File: config.mk
export PLATFORM = sky130hd
export DESIGN_NAME = lcd_panel_timing
export DESIGN_NICKNAME = d
export VERILOG_FILES = /design/src/rtl/lcdt_pkg.sv /design/src/rtl/lcdt_timebase.sv /design/src/rtl/lcdt_window.sv /design/src/rtl/lcd_panel_timing.sv
export SDC_FILE = /design/constraint.sdc
export NUM_CORES = 1
export LEC_CHECK = 0
export CAP_MARGIN = 20
export CORE_ASPECT_RATIO = 1.75
export CORE_MARGIN = 4
export CORE_UTILIZATION = 32
export DETAILED_ROUTE_END_ITERATION = 16
export HOLD_SLACK_MARGIN = 0.08
export PLACE_DENSITY = 0.55
export SLEW_MARGIN = 20
export SYNTH_ARGS = -nofsm -noshare
export SYNTH_HDL_FRONTEND = slang
export SYNTH_SLANG_ARGS = --single-unit
File: constraint.sdc
create_clock -name clk -period 11.39 [get_ports clk]
set_input_delay 1.139 -clock clk [delete_from_list [all_inputs] [get_ports clk]]
set_output_delay 1.139 -clock clk [all_outputs]
set_load 0.005 [all_outputs]
File: src/rtl/lcdt_pkg.sv
package lcdt_pkg;

   localparam logic [1:0] LCDT_MODE_MONO  = 2'b00;
   localparam logic [1:0] LCDT_MODE_COLOR = 2'b01;

   function automatic logic in_span(input int unsigned p, input int unsigned s,
                                    input int unsigned n);
      return (p >= s) && (p < s + n);
   endfunction

   function automatic logic is_tft(input logic [1:0] m);
      return m[1];
   endfunction

endpackage

File: src/rtl/lcdt_timebase.sv
module lcdt_timebase #(
   parameter int HW = 11,
   parameter int VW = 10
) (
   input  logic          clk,
   input  logic          rst,
   input  logic [HW-1:0] ht,
   input  logic [VW-1:0] vt,
   output logic [HW-1:0] hc,
   output logic [VW-1:0] vc,
   output logic          frame_last
);
   logic line_last, vlast;

   assign line_last  = ((HW+1)'(hc) + (HW+1)'(1)) >= (HW+1)'(ht);
   assign vlast      = ((VW+1)'(vc) + (VW+1)'(1)) >= (VW+1)'(vt);
   assign frame_last = line_last & vlast;

   always_ff @(posedge clk) begin
      if (rst) begin
         hc <= '0;
         vc <= '0;
      end else if (line_last) begin
         hc <= '0;
         vc <= vlast ? '0 : vc + 1'b1;
      end else begin
         hc <= hc + 1'b1;
      end
   end

   p_hc_wrap_r1: assert property (@(posedge clk) disable iff (rst)
      line_last |=> (hc == '0));
   p_hc_step_r1: assert property (@(posedge clk) disable iff (rst)
      !line_last |=> (hc == $past(hc) + 1'b1));
   p_vc_hold_r2: assert property (@(posedge clk) disable iff (rst)
      !line_last |=> $stable(vc));
endmodule

File: src/rtl/lcdt_window.sv
module lcdt_window #(
   parameter int W         = 11,
   parameter bit STOP_FORM = 1'b0
) (
   input  logic         clk,
   input  logic         rst,
   input  logic         en,
   input  logic [W-1:0] pos,
   input  logic [W-1:0] a,
   input  logic [W-1:0] b,
   output logic         q
);
   logic hit;

   generate
      if (STOP_FORM) begin : g_stop
         assign hit = (pos >= a) && (pos < b);
      end else begin : g_len
         assign hit = ((W+1)'(pos) >= (W+1)'(a)) &&
                      ((W+1)'(pos) < ((W+1)'(a) + (W+1)'(b)));
      end
   endgenerate

   always_ff @(posedge clk) begin
      if (rst) q <= 1'b0;
      else     q <= en & hit;
   end

   p_win_quiet_r9: assert property (@(posedge clk) disable iff (rst)
      !en |=> !q);
endmodule

File: src/rtl/lcd_panel_timing.sv
module lcd_panel_timing
   import lcdt_pkg::*;
#(
   parameter int HW = 11,
   parameter int VW = 10,
   parameter int DW = 24
) (
   input  logic          clk,
   input  logic          rst,
   input  logic [1:0]    mode,
   input  logic          mono_shift_mask,
   input  logic [HW-1:0] h_total,
   input  logic [HW-1:0] h_act_start,
   input  logic [HW-1:0] h_act_len,
   input  logic [HW-1:0] h_sync_start,
   input  logic [HW-1:0] h_sync_len,
   input  logic [VW-1:0] v_total,
   input  logic [VW-1:0] v_act_start,
   input  logic [VW-1:0] v_act_len,
   input  logic [VW-1:0] v_sync_start,
   input  logic [VW-1:0] v_sync_len,
   input  logic [HW-1:0] fsync_on_ofs,
   input  logic [HW-1:0] fsync_off_ofs,
   input  logic [HW-1:0] ctl0_start,
   input  logic [HW-1:0] ctl0_stop,
   input  logic [HW-1:0] ctl1_start,
   input  logic [HW-1:0] ctl1_stop,
   input  logic [HW-1:0] ctl2_delay,
   input  logic [DW-1:0] pix_in,
   output logic          line_pulse,
   output logic          frame_pulse,
   output logic          shift_en,
   output logic          data_en,
   output logic [DW-1:0] pix_out,
   output logic [3:0]    tft_ctl
);
   localparam int NWIN = 2;

   generate
      if (HW < 2 || HW > 16) begin : g_bad_hw
         $error("lcd_panel_timing: HW out of range");
      end
      if (VW < 2 || VW > 16) begin : g_bad_vw
         $error("lcd_panel_timing: VW out of range");
      end
      if (DW < 1) begin : g_bad_dw
         $error("lcd_panel_timing: DW must be positive");
      end
   endgenerate

   // frame-synchronous copy of every setting
   logic [1:0]    mode_q;
   logic          mask_q;
   logic [HW-1:0] ht_q, hs_q, hl_q, hps_q, hpw_q, fon_q, foff_q, c2d_q;
   logic [VW-1:0] vt_q, vs_q, vl_q, vps_q, vpw_q;
   logic [HW-1:0] cwin_a_q [NWIN];
   logic [HW-1:0] cwin_b_q [NWIN];

   logic [HW-1:0] hc;
   logic [VW-1:0] vc;
   logic          frame_last, load;

   assign load = rst | frame_last;

   always_ff @(posedge clk) begin
      if (load) begin
         mode_q      <= mode;
         mask_q      <= mono_shift_mask;
         ht_q        <= h_total;
         hs_q        <= h_act_start;
         hl_q        <= h_act_len;
         hps_q       <= h_sync_start;
         hpw_q       <= h_sync_len;
         vt_q        <= v_total;
         vs_q        <= v_act_start;
         vl_q        <= v_act_len;
         vps_q       <= v_sync_start;
         vpw_q       <= v_sync_len;
         fon_q       <= fsync_on_ofs;
         foff_q      <= fsync_off_ofs;
         c2d_q       <= ctl2_delay;
         cwin_a_q[0] <= ctl0_start;
         cwin_b_q[0] <= ctl0_stop;
         cwin_a_q[1] <= ctl1_start;
         cwin_b_q[1] <= ctl1_stop;
      end
   end

   lcdt_timebase #(.HW(HW), .VW(VW)) i_tb (
      .clk(clk), .rst(rst), .ht(ht_q), .vt(vt_q),
      .hc(hc), .vc(vc), .frame_last(frame_last)
   );

   lcdt_window #(.W(HW), .STOP_FORM(1'b0)) i_hsync (
      .clk(clk), .rst(rst), .en(1'b1), .pos(hc),
      .a(hps_q), .b(hpw_q), .q(line_pulse)
   );

   logic tft;
   assign tft = is_tft(mode_q);

   genvar gi;
   generate
      for (gi = 0; gi < NWIN; gi++) begin : g_cwin
         lcdt_window #(.W(HW), .STOP_FORM(1'b1)) i_cwin (
            .clk(clk), .rst(rst), .en(tft), .pos(hc),
            .a(cwin_a_q[gi]), .b(cwin_b_q[gi]), .q(tft_ctl[gi])
         );
      end
   endgenerate

   // display windows and frame pulse edges
   logic hdisp, vdisp, fp_set, fp_clr, shift_d;
   logic [HW:0] fp_on_pos, fp_off_pos;
   logic [VW:0] fp_off_line;

   assign hdisp       = in_span(32'(hc), 32'(hs_q), 32'(hl_q));
   assign vdisp       = in_span(32'(vc), 32'(vs_q), 32'(vl_q));
   assign fp_on_pos   = (HW+1)'(hps_q) + (HW+1)'(fon_q);
   assign fp_off_pos  = (HW+1)'(hps_q) + (HW+1)'(foff_q);
   assign fp_off_line = (VW+1)'(vps_q) + (VW+1)'(vpw_q);
   assign fp_set      = (vc == vps_q) && ((HW+1)'(hc) == fp_on_pos);
   assign fp_clr      = ((VW+1)'(vc) == fp_off_line) && ((HW+1)'(hc) == fp_off_pos);

   always_comb begin
      if (mode_q == LCDT_MODE_MONO) shift_d = mask_q ? hdisp : 1'b1;
      else                          shift_d = hdisp;
   end

   always_ff @(posedge clk) begin
      if (rst) begin
         frame_pulse <= 1'b0;
         shift_en    <= 1'b0;
         data_en     <= 1'b0;
         pix_out     <= '0;
         tft_ctl[2]  <= 1'b0;
         tft_ctl[3]  <= 1'b0;
      end else begin
         if (fp_set)      frame_pulse <= 1'b1;
         else if (fp_clr) frame_pulse <= 1'b0;
         shift_en   <= shift_d;
         data_en    <= hdisp & vdisp;
         pix_out    <= (hdisp & vdisp) ? pix_in : '0;
         tft_ctl[2] <= tft & (tft_ctl[2] ^ (hc == c2d_q));
         tft_ctl[3] <= tft & (hc == hs_q);
      end
   end

   p_pix_gate_r3: assert property (@(posedge clk) disable iff (rst)
      !data_en |-> (pix_out == '0));
   p_de_shift_r4: assert property (@(posedge clk) disable iff (rst)
      data_en |-> shift_en);
   p_mono_free_r5: assert property (@(posedge clk) disable iff (rst)
      (mode_q == LCDT_MODE_MONO && !mask_q) |=> shift_en);
   p_ctl_idle_r9: assert property (@(posedge clk) disable iff (rst)
      !tft |=> (tft_ctl == 4'b0000));
   p_ctl3_pulse_r8: assert property (@(posedge clk) disable iff (rst)
      (tft_ctl[3] && ht_q > 1 && !frame_last) |=> !tft_ctl[3]);
   p_reset_quiet_r10: assert property (@(posedge clk)
      rst |=> (tft_ctl == 4'b0000 && !frame_pulse && !data_en));
endmodule

## Yosys cells after proc, flatten, opt, wreduce, memory -nomap -nowiden

Memories as Yosys holds them, arrays and structs flattened.
Index checks and enable logic that the tools add are counted.

| storage, ports and cells | value |
|---|---|
| register bits | 194 |
| bits in latches | 0 |
| memory bits (writable) | 44 |
| ROM bits | 0 |
| output and inout port bits | 32 |
| logic and storage cells | 82 |
| memories kept | 2 |

| operators by class | value |
|---|---|
| $add $sub $neg | 10 |
| $mul | 0 |
| divide/modulo/power cells | 0 |
| order comparisons | 12 |
| eq/ne operators | 6 |
| shifts and indexed selects | 0 |
| mux-type cells | 7 |
| bitwise gates (word level) | 9 |
| reduce and logical (&&, ||, !) cells | 11 |

Memory list:

| name | depth | bits a word | read ports | clocked after Yosys merged registers in | wr ports | line | text |
|---|---|---|---|---|---|---|---|
| cwin_a_q | 2 | 11 | 2 | 0 | 2 | lcd_panel_timing.sv:56 | `logic [HW-1:0] cwin_a_q [NWIN];` |
| cwin_b_q | 2 | 11 | 2 | 0 | 2 | lcd_panel_timing.sv:57 | `logic [HW-1:0] cwin_b_q [NWIN];` |

Operators with widths:

| cell | count |
|---|---|
| adder 11 x 11 -> 12 bit | 4 |
| >= comparator 11 bit | 4 |
| equality test 11 x 12 -> 1 bit | 2 |
| less-than comparator 11 x 12 -> 1 bit | 2 |
| adder 10 x 10 -> 11 bit | 2 |
| equality test 11 bit | 2 |
| less-than comparator 11 bit | 2 |
| adder 11 x 1 -> 12 bit (second input constant) | 1 |
| >= comparator 12 x 11 -> 1 bit | 1 |
| adder 10 x 1 -> 11 bit (second input constant) | 1 |
| adder 11 x 1 -> 11 bit (second input constant) | 1 |
| equality test 10 x 11 -> 1 bit | 1 |
| >= comparator 11 x 10 -> 1 bit | 1 |
| less-than comparator 10 x 11 -> 1 bit | 1 |
| adder 10 x 1 -> 10 bit (second input constant) | 1 |
| equality test 10 bit | 1 |
| >= comparator 10 bit | 1 |
| 2-to-1 mux 10 bit | 1 |
| logical AND 1 bit | 7 |
| bitwise AND 1 bit | 6 |
| 2-to-1 mux 1 bit | 6 |
| OR reduction 2 bit | 2 |
| zero test 2 bit | 1 |
| nonzero test 2 bit | 1 |
| 3 further kinds | 3 |

## Longest topological paths before layout

Gate-level depths: netlist (run 1).

| depth | value |
|---|---|
| depth after elaboration | 6 |
| mapped depth | 17 |
| gate-level depth less buffers | 17 |

## Cells and area by module

Synthesis (run 1) repeated with hierarchy kept, for this count alone.

| unflattened totals | value |
|---|---|
| cells, all modules | 1213 |
| area total of the unflattened synthesis | 13833.3 sq um |

Modules (own cells, without submodules):

| module | times used | cells an instance | area each (sq um) |
|---|---|---|---|
| lcd_panel_timing | 1 | 767 | 10216.0 |
| lcdt_timebase | 1 | 176 | 1574.0 |
| lcdt_window (g_cwin[0].i_cwin ...) | 2 | 75 | 546.8 |
| lcdt_window (i_hsync) | 1 | 120 | 949.7 |

## Worst setup path after synthesis (run 1)

No wires, ideal clock.

| timing path | value |
|---|---|
| path type | register to register |
| start point | reg i_tb.hc[1] |
| end point | reg c2d_q[0], enable pin |
| data arrival time | 10.371 ns |
| slack | 0.285 ns |
| stages on the path, launching flop included | 15 |
| buffers on the path | 0 |
| period minus slack after synthesis | 11.105 ns |
| path through | dfxtp_1 -> ha_1 -> nand3_1 -> nor2_1 -> and3_1 -> nand3_1 -> xnor2_1 -> ha_1 -> nand2_1 -> a21oi_1 -> o31a_1 -> a311oi_1 -> o21ai_1 -> nor2_1 -> nor2_1 |

| between the ends | value |
|---|---|
| word-level cells in the longest chain between the ends | 4 |

RTL lines:

| element | line | text |
|---|---|---|
| from (decl) | lcdt_timebase.sv:9 | `output logic [HW-1:0] hc,` |
| from (signal assigned) | lcdt_timebase.sv:27 | `hc <= hc + 1'b1;` |
| adder 11 x 1 -> 12 bit | lcdt_timebase.sv:15 | `assign line_last = ((HW+1)'(hc) + (HW+1)'(1)) >= (HW+1)'(ht);` |
| >= comparator 12 x 11 -> 1 bit | lcdt_timebase.sv:15 |  |
| bitwise AND 1 bit | lcdt_timebase.sv:17 | `assign frame_last = line_last & vlast;` |
| bitwise OR 1 bit | lcd_panel_timing.sv:63 | `assign load = rst \| frame_last;` |
| via load | lcd_panel_timing.sv:61 | `logic frame_last, load;` |
| to (signal assigned) | lcd_panel_timing.sv:81 | `c2d_q <= ctl2_delay;` |
| to (decl) | lcd_panel_timing.sv:54 | `logic [HW-1:0] ht_q, hs_q, hl_q, hps_q, hpw_q, fon_q, foff_q, c2d_q;` |

The timed path passes the listed nets, and every way through them passes these cells.
A chain may end at the register's enable or synchronous reset.

## Final worst setup path (run 1)

| timing path | value |
|---|---|
| start point | reg i_tb.hc[1] |
| end point | reg hpw_q[10], enable pin |

| between the ends | value |
|---|---|
| word-level cells in the longest chain between the ends | 4 |

RTL lines:

| element | line | text |
|---|---|---|
| adder 11 x 1 -> 12 bit | lcdt_timebase.sv:15 |  |
| >= comparator 12 x 11 -> 1 bit | lcdt_timebase.sv:15 |  |
| bitwise AND 1 bit | lcdt_timebase.sv:17 |  |
| bitwise OR 1 bit | lcd_panel_timing.sv:63 |  |
| via load | lcd_panel_timing.sv:61 |  |
| to (signal assigned) | lcd_panel_timing.sv:73 | `hpw_q <= h_sync_len;` |
| to (decl) | lcd_panel_timing.sv:54 |  |

The timed path passes the listed nets, and every way through them passes these cells.

==> results of run 1 <==
-- state kept, by name, summed over array words and instances, names as in the netlist, 10 cells and up --
register	flops
pix_out	24
cwin_a_q	22
cwin_b_q	22
c2d_q	11
foff_q	11
fon_q	11
hl_q	11
hps_q	11
hpw_q	11
hs_q	11
ht_q	11
i_tb.hc	11
i_tb.vc	10
vl_q	10
vps_q	10
vpw_q	10
vs_q	10
vt_q	10
-- per-layer routing --
layer / share of wire, % / wire [um] / track usage [%] / up-vias
met2: 52 / 19500 / 30.2 / 298
met4: 3.6 / 1340 / 5.92 / 0
li1: - / - / - / 4740
met5: 0 / 0 / 0 / -
met1: 38 / 14000 / 18.1 / 4523
met3: 6.4 / 2370 / 3.37 / 70
-- cells in the final DEF (no fill, tap or decap), types with 33 or more instances in the layout --
cell,instances
a21o_1,38
nand2_1,44
edfxtp_1,185
clkdlybuf4s50_1,242
inv_1,116
dfxtp_1,53
nand3_1,34
xnor2_1,69
ha_1,190
xor2_1,40
a21oi_1,70
o21ai_0,33
-- worst paths after layout --
path              start  slack [ns]         end  depth (start not counted)
max reg2reg  i_tb.hc[1]        5.95   hpw_q[10]                         16
min          tft_ctl[2]        0.54  tft_ctl[2]                          2
max          i_tb.hc[1]        5.95   hpw_q[10]                         16
min reg2reg  tft_ctl[2]        0.54  tft_ctl[2]                          2
-- worst max-delay path: stages (launching register included) --
cell and delay, ns:
dfxtp_1 0.78, ha_1 0.32, nand3_1 0.13, nor2_1 0.22, and3_1 0.21, nand3_1 0.12
xnor2_1 0.20, ha_1 0.33, nand2_1 0.05, a21oi_1 0.16, o31a_1 0.16, a311oi_1 0.06
o21ai_1 0.41, nor2_1 0.24, nor2_4 0.16, buf_4 0.64, buf_4 0.76
-- where the power goes --
| group | switching [W] | total, W | internal (W) |
|---|---|---|---|
| Sequential | 0.0000205 | 0.000992 | 0.000972 |
| Clock | 0.000340 | 0.000834 | 0.000494 |
| Combinational | 0.000129 | 0.000282 | 0.000154 |
| Total | 0.000490 | 0.00211 | 0.00162 |
-- metrics by stage --
| step | hold WS [ns] | power [W] | util [%] |
|---|---|---|---|
| floorplan | 0.493 | 0.00117 | - |
| global placement | 0.519 | 0.00129 | 39.7 |
| detailed placement | 0.526 | 0.00129 | 39.7 |
| CTS | 0.548 | 0.00214 | 41.6 |
| global route | 0.578 | 0.00221 | 41.6 |
| finish | 0.544 | 0.00211 | 41.6 |
-- layout make-up --
type	instances	area, um^2
sequential	238	6620
tap	555	694
clock inverter	17	191
fill	3972	24400
multi-input combinational	780	6340
inverter	116	435
timing repair buffer	248	2470
clock buffer	29	641
-- logic make-up (layout without fill, tap and decap cells) --
kind of cell,after synthesis,in the layout
compound gates,244,244
flops,238,238
simple gates,228,228
fa+ha+maj,196,196
buf+inv,142,410
xor+xnor,109,109
mux,3,3
==> reports/results.tsv, run 1 <==
metric	value	unit
post-CTS setup buffers	0	
core area	41700	um^2
highest clock rate	184	MHz
synth unique cells	59	
fin worst setup slack	5.95	ns
unrepaired setup endpoints after global routing	no	
Simple-Gate Fraction of Synth Area	9.06	%
Post-CTS Hold Buffers	0	
sequential area share after synthesis	49.0	%
initial antenna violation count	0	
synthesis-stage register bit count	238	
Port Buffers	242	
Max clock buf depth	3	
worst clock skew	0.00962	ns
Hold Fails Final Rpt	0	
DRC viols	0	
Synth Area in Adders	18.5	%
drt wl/cell	18.8	um
Via density	4.86	
CP arrival	5.61	ns
dpl ws	5.87	ns
Post-DRT Antenna Nets	0	
clk sink count	238	
CTS H-tree depth	1	
Mean Syn Cell Area	11.6	um^2
Layout area overhead	28.7	%
syn nets	1567	
Synth top cells by count	ha_1, edfxtp_1, inv_1, a21oi_1, xnor2_1	
pwr/cell area	121	nW/um^2
Leak	7.23	nW
# diodes	0	
status	completed	
top_reg_cell synth	edfxtp_1	
Die ar.	45700	um^2
Placed Area	16600	um^2
Die Wd	163	um
Final HPWL DP	29.2	mm
vias in the first global route	10400	
Post-Syn Instances	1160	
final cycle utilization of the critical path	47.8	%
Clock transition at path regs	0.07	ns
Initial Util	32.4	%
Yosys top cell by area	edfxtp_1	
setup violators final	0	
post-synthesis async set-or-reset flop share	0	%
share of cells above drive strength 1	3.85	%
initial DRC count	404	
Synth Warn #	0	
die height	280	um
non-filler cells, final	1983	
largest family of logic cells by synthesized area	adder cells	
Slew headroom	28.5	%
Slew @ Worst Pin	1.07	ns
synthesized cell area	13500	um^2
multiplexer area fraction after synthesis	0.324	%
Final #Nets	1816	
top cells by area, synth	edfxtp_1, ha_1, dfxtp_1, xnor2_1, inv_1	
VDD IR max	0.0980	mV
CP Capture Type	flip-flop	
total CTS buffers	25	
fin crit period	5.44	ns
first-pass GRT wire length	57.4	mm
final wirelength	37.2	mm
setup TNS	0	ns
most common cell in the netlist	ha_1	
Worst Path Required	11.56	ns
Final Instance Area	17400	um^2
Yosys top cell area share	41.1	%
GRT Resource Usage Total	16.2	%
clk root buf	clkbuf_16	
row count	99	
Compound-Gate Fraction of Synth Area	11.9	%
Post-Synth XOR/XNOR Area	7.07	%
placed cells	1937	
Clk Latency, worst-skew pair	0.54	ns
GP Congestion	0.839	
total gr overflow	0	
fin. max-slew vios	0	
WS Path Type	reg2reg	
Ports	243	
CTS tree	yes	
Worst setup SP type	flip-flop	
max-cap viol count	0	
largest net degree at the start of global routing	67	
iteration count of the initial detailed-routing pass	5	
worst hold path type	reg2reg	
post-CTS sizing	0	
detailed-route via count	9631	
number of flops mapped to enable cells by yosys	185	
largest fanout on the critical path	66	
No activity file was read; power rests on OpenSTA's default activity.
==> run 2: changes to the inputs <==
--- a/config.mk
+++ b/config.mk
@@ -11,7 +11,7 @@
 export CORE_UTILIZATION = 32
 export DETAILED_ROUTE_END_ITERATION = 16
 export HOLD_SLACK_MARGIN = 0.08
-export PLACE_DENSITY = 0.55
+export PLACE_DENSITY = 0.53
 export SLEW_MARGIN = 20
 export SYNTH_ARGS = -nofsm -noshare
 export SYNTH_HDL_FRONTEND = slang
==> constraint.sdc (replaced) <==
create_clock -name clk -period 5.2 [get_ports clk]
set_input_delay 0.52 -clock clk [delete_from_list [all_inputs] [get_ports clk]]
set_output_delay 0.52 -clock clk [all_outputs]
set_load 0.005 [all_outputs]
==> reports/results.tsv, run 2 (synthesis gave the netlist of run 1 again) <==
metric	value	unit
internal power	0.00360	W
Top reg by flops	pix_out	
Worst Path Required	5.31	ns
Hold Fails Final Rpt	0	
GP Congestion	0.888	
final wirelength	38.6	mm
initial DRC count	427	
detailed-route via count	9622	
Gate power share	13.2	%
core area	41700	um^2
Via density	4.83	
iteration count of the initial detailed-routing pass	4	
largest fanout on the critical path	169	
top flop regs	pix_out: 24 flops, cwin_a_q: 22 flops, cwin_b_q: 22 flops	
register share of total power	45.8	%
vias in the first global route	10600	
Ports	243	
status	completed	
fin crit period	4.43	ns
Die ar.	45700	um^2
clock network fraction of design power	40.9	%
Layout fillers	3960	
Slew headroom	30.6	%
share of cells above drive strength 1	5.84	%
max-cap viol count	0	
Clk Latency, worst-skew pair	0.56	ns
Die Wd	163	um
post-CTS sizing	0	
CP Capture Type	flip-flop	
Max clock buf depth	3	
clk sink count	238	
row count	99	
Slew @ Worst Pin	1.04	ns
VDD IR max	0.250	mV
post-CTS setup buffers	0	
unrepaired setup endpoints after global routing	no	
hold_sp	v_sync_len[6]	
fin. max-slew vios	0	
largest net degree at the start of global routing	170	
Leak	7.30	nW
Clock transition at path regs	0.06	ns
RR Startpoint	i_tb.vc[2]	
worst hold path type	in2reg	
crit path from	i_tb.vc[2]	
clk root buf	clkbuf_16	
CP arrival	4.54	ns
Post-CTS Hold Buffers	0	
drt wl/cell	19.4	um
total CTS buffers	26	
worst clock skew	0.0163	ns
Post-DRT Antenna Nets	0	
highest clock rate	226	MHz
dpl ws	0.835	ns
Final HPWL DP	29.9	mm
GRT Resource Usage Total	16.7	%
CTS tree	yes	
Initial Util	32.4	%
fin worst setup slack	0.772	ns
max reg flops	24	
initial antenna violation count	2	
Worst setup SP type	flip-flop	
pwr/cell area	269	nW/um^2
die height	280	um
first-pass GRT wire length	58.4	mm
DRC viols	0	
Final Core Density	42.2	%
total gr overflow	0	
WS Path Type	reg2reg	
most frequent cells in the layout	clkdlybuf4s50_1, ha_1, edfxtp_1	
Layout area overhead	30.3	%
Port Buffers	242	
NetSw	0.00114	W
Final #Nets	1825	
final cycle utilization of the critical path	85.1	%
commonest non-fill, non-tap cell in the layout	clkdlybuf4s50_1	
setup violators final	0	
CTS H-tree depth	1	
sw frac	24.0	%
==> run 2: cell count changes in the layout (fill, tap and decap cells not counted), moves of 3 or more <==
cell and delta:
buf_4 +7, dfxtp_1 -6, nand3_1 -4, nand3_2 +4, clkbuf_16 +3, dfxtp_2 +3
dfxtp_4 +3
==> run 2: worst max-delay path, stage by stage, from the launching register on <==
cell and delay (ns):
dfxtp_1 0.56, and3_1 0.25, and3_1 0.22, nand3_2 0.12
nor2_1 0.14, xor2_1 0.23, ha_1 0.29, a21oi_1 0.25
nand2_1 0.10, nor2_1 0.14, a21oi_2 0.06, a21oi_1 0.75
nor2_4 0.27, buf_12 0.32
==> run 2: layer usage <==
metal | track usage, % | routed length, um | vias up
met1 | 16.9 | 13800 | 4501
met2 | 32.1 | 20400 | 286
met5 | 0 | 13 | -
met4 | 7.34 | 1760 | 2
met3 | 3.77 | 2630 | 72
li1 | - | - | 4761
==> run 2: worst paths after layout <==
check / to / slack [ns] / depth (start not counted)
setup reg to reg: cwin_a_q[0][9] / 0.77 / 13
hold reg to reg: frame_pulse / 0.52 / 1
setup / recovery: cwin_a_q[0][9] / 0.77 / 13
hold / removal: vpw_q[6] / 0.51 / 1
==> run 2: per-stage QoR <==
| step | instance area [um^2] | TNS (ns) | total power [W] | hold slack, ns | std cells |
|---|---|---|---|---|---|
| after CTS | 17600 | 0 | 0.00482 | 0.471 | 1992 |
| after detailed placement | 16700 | 0 | 0.00285 | 0.502 | 1944 |
| after global placement | 16700 | 0 | 0.00284 | 0.506 | 1944 |
| after global routing | 17600 | 0 | 0.00496 | 0.480 | 1993 |
| after floorplan | 13700 | -9.88 | 0.00256 | 0.493 | 1160 |
| final | 17600 | 0 | 0.00473 | 0.512 | 1994 |
==> run 2: layout make-up <==
type                            count  area, um^2  share of cell area (%)
Timing Repair Buffer              256        2540                    14.4
Clock inverter                     16         168                   0.953
Sequential cell                   238        6630                    37.7
Multi-Input combinational cell    780        6410                    36.4
Antenna cell                        1        2.50                  0.0142
Tap cell                          555         694                    3.95
Inverter                          116         435                    2.47
Clock buffer                       32         716                    4.07
==> run 2: power by group through the flow <==
| stage | Sequential [W] | Combinational (W) | Clock [W] |
|---|---|---|---|
| CTS | 0.00217 | 0.000638 | 0.00201 |
| global placement | 0.00221 | 0.000627 | 0 |
| floorplan | 0.00220 | 0.000360 | 0 |
| finish | 0.00217 | 0.000627 | 0.00194 |
| detailed placement | 0.00221 | 0.000632 | 0 |
| global route | 0.00218 | 0.000703 | 0.00208 |
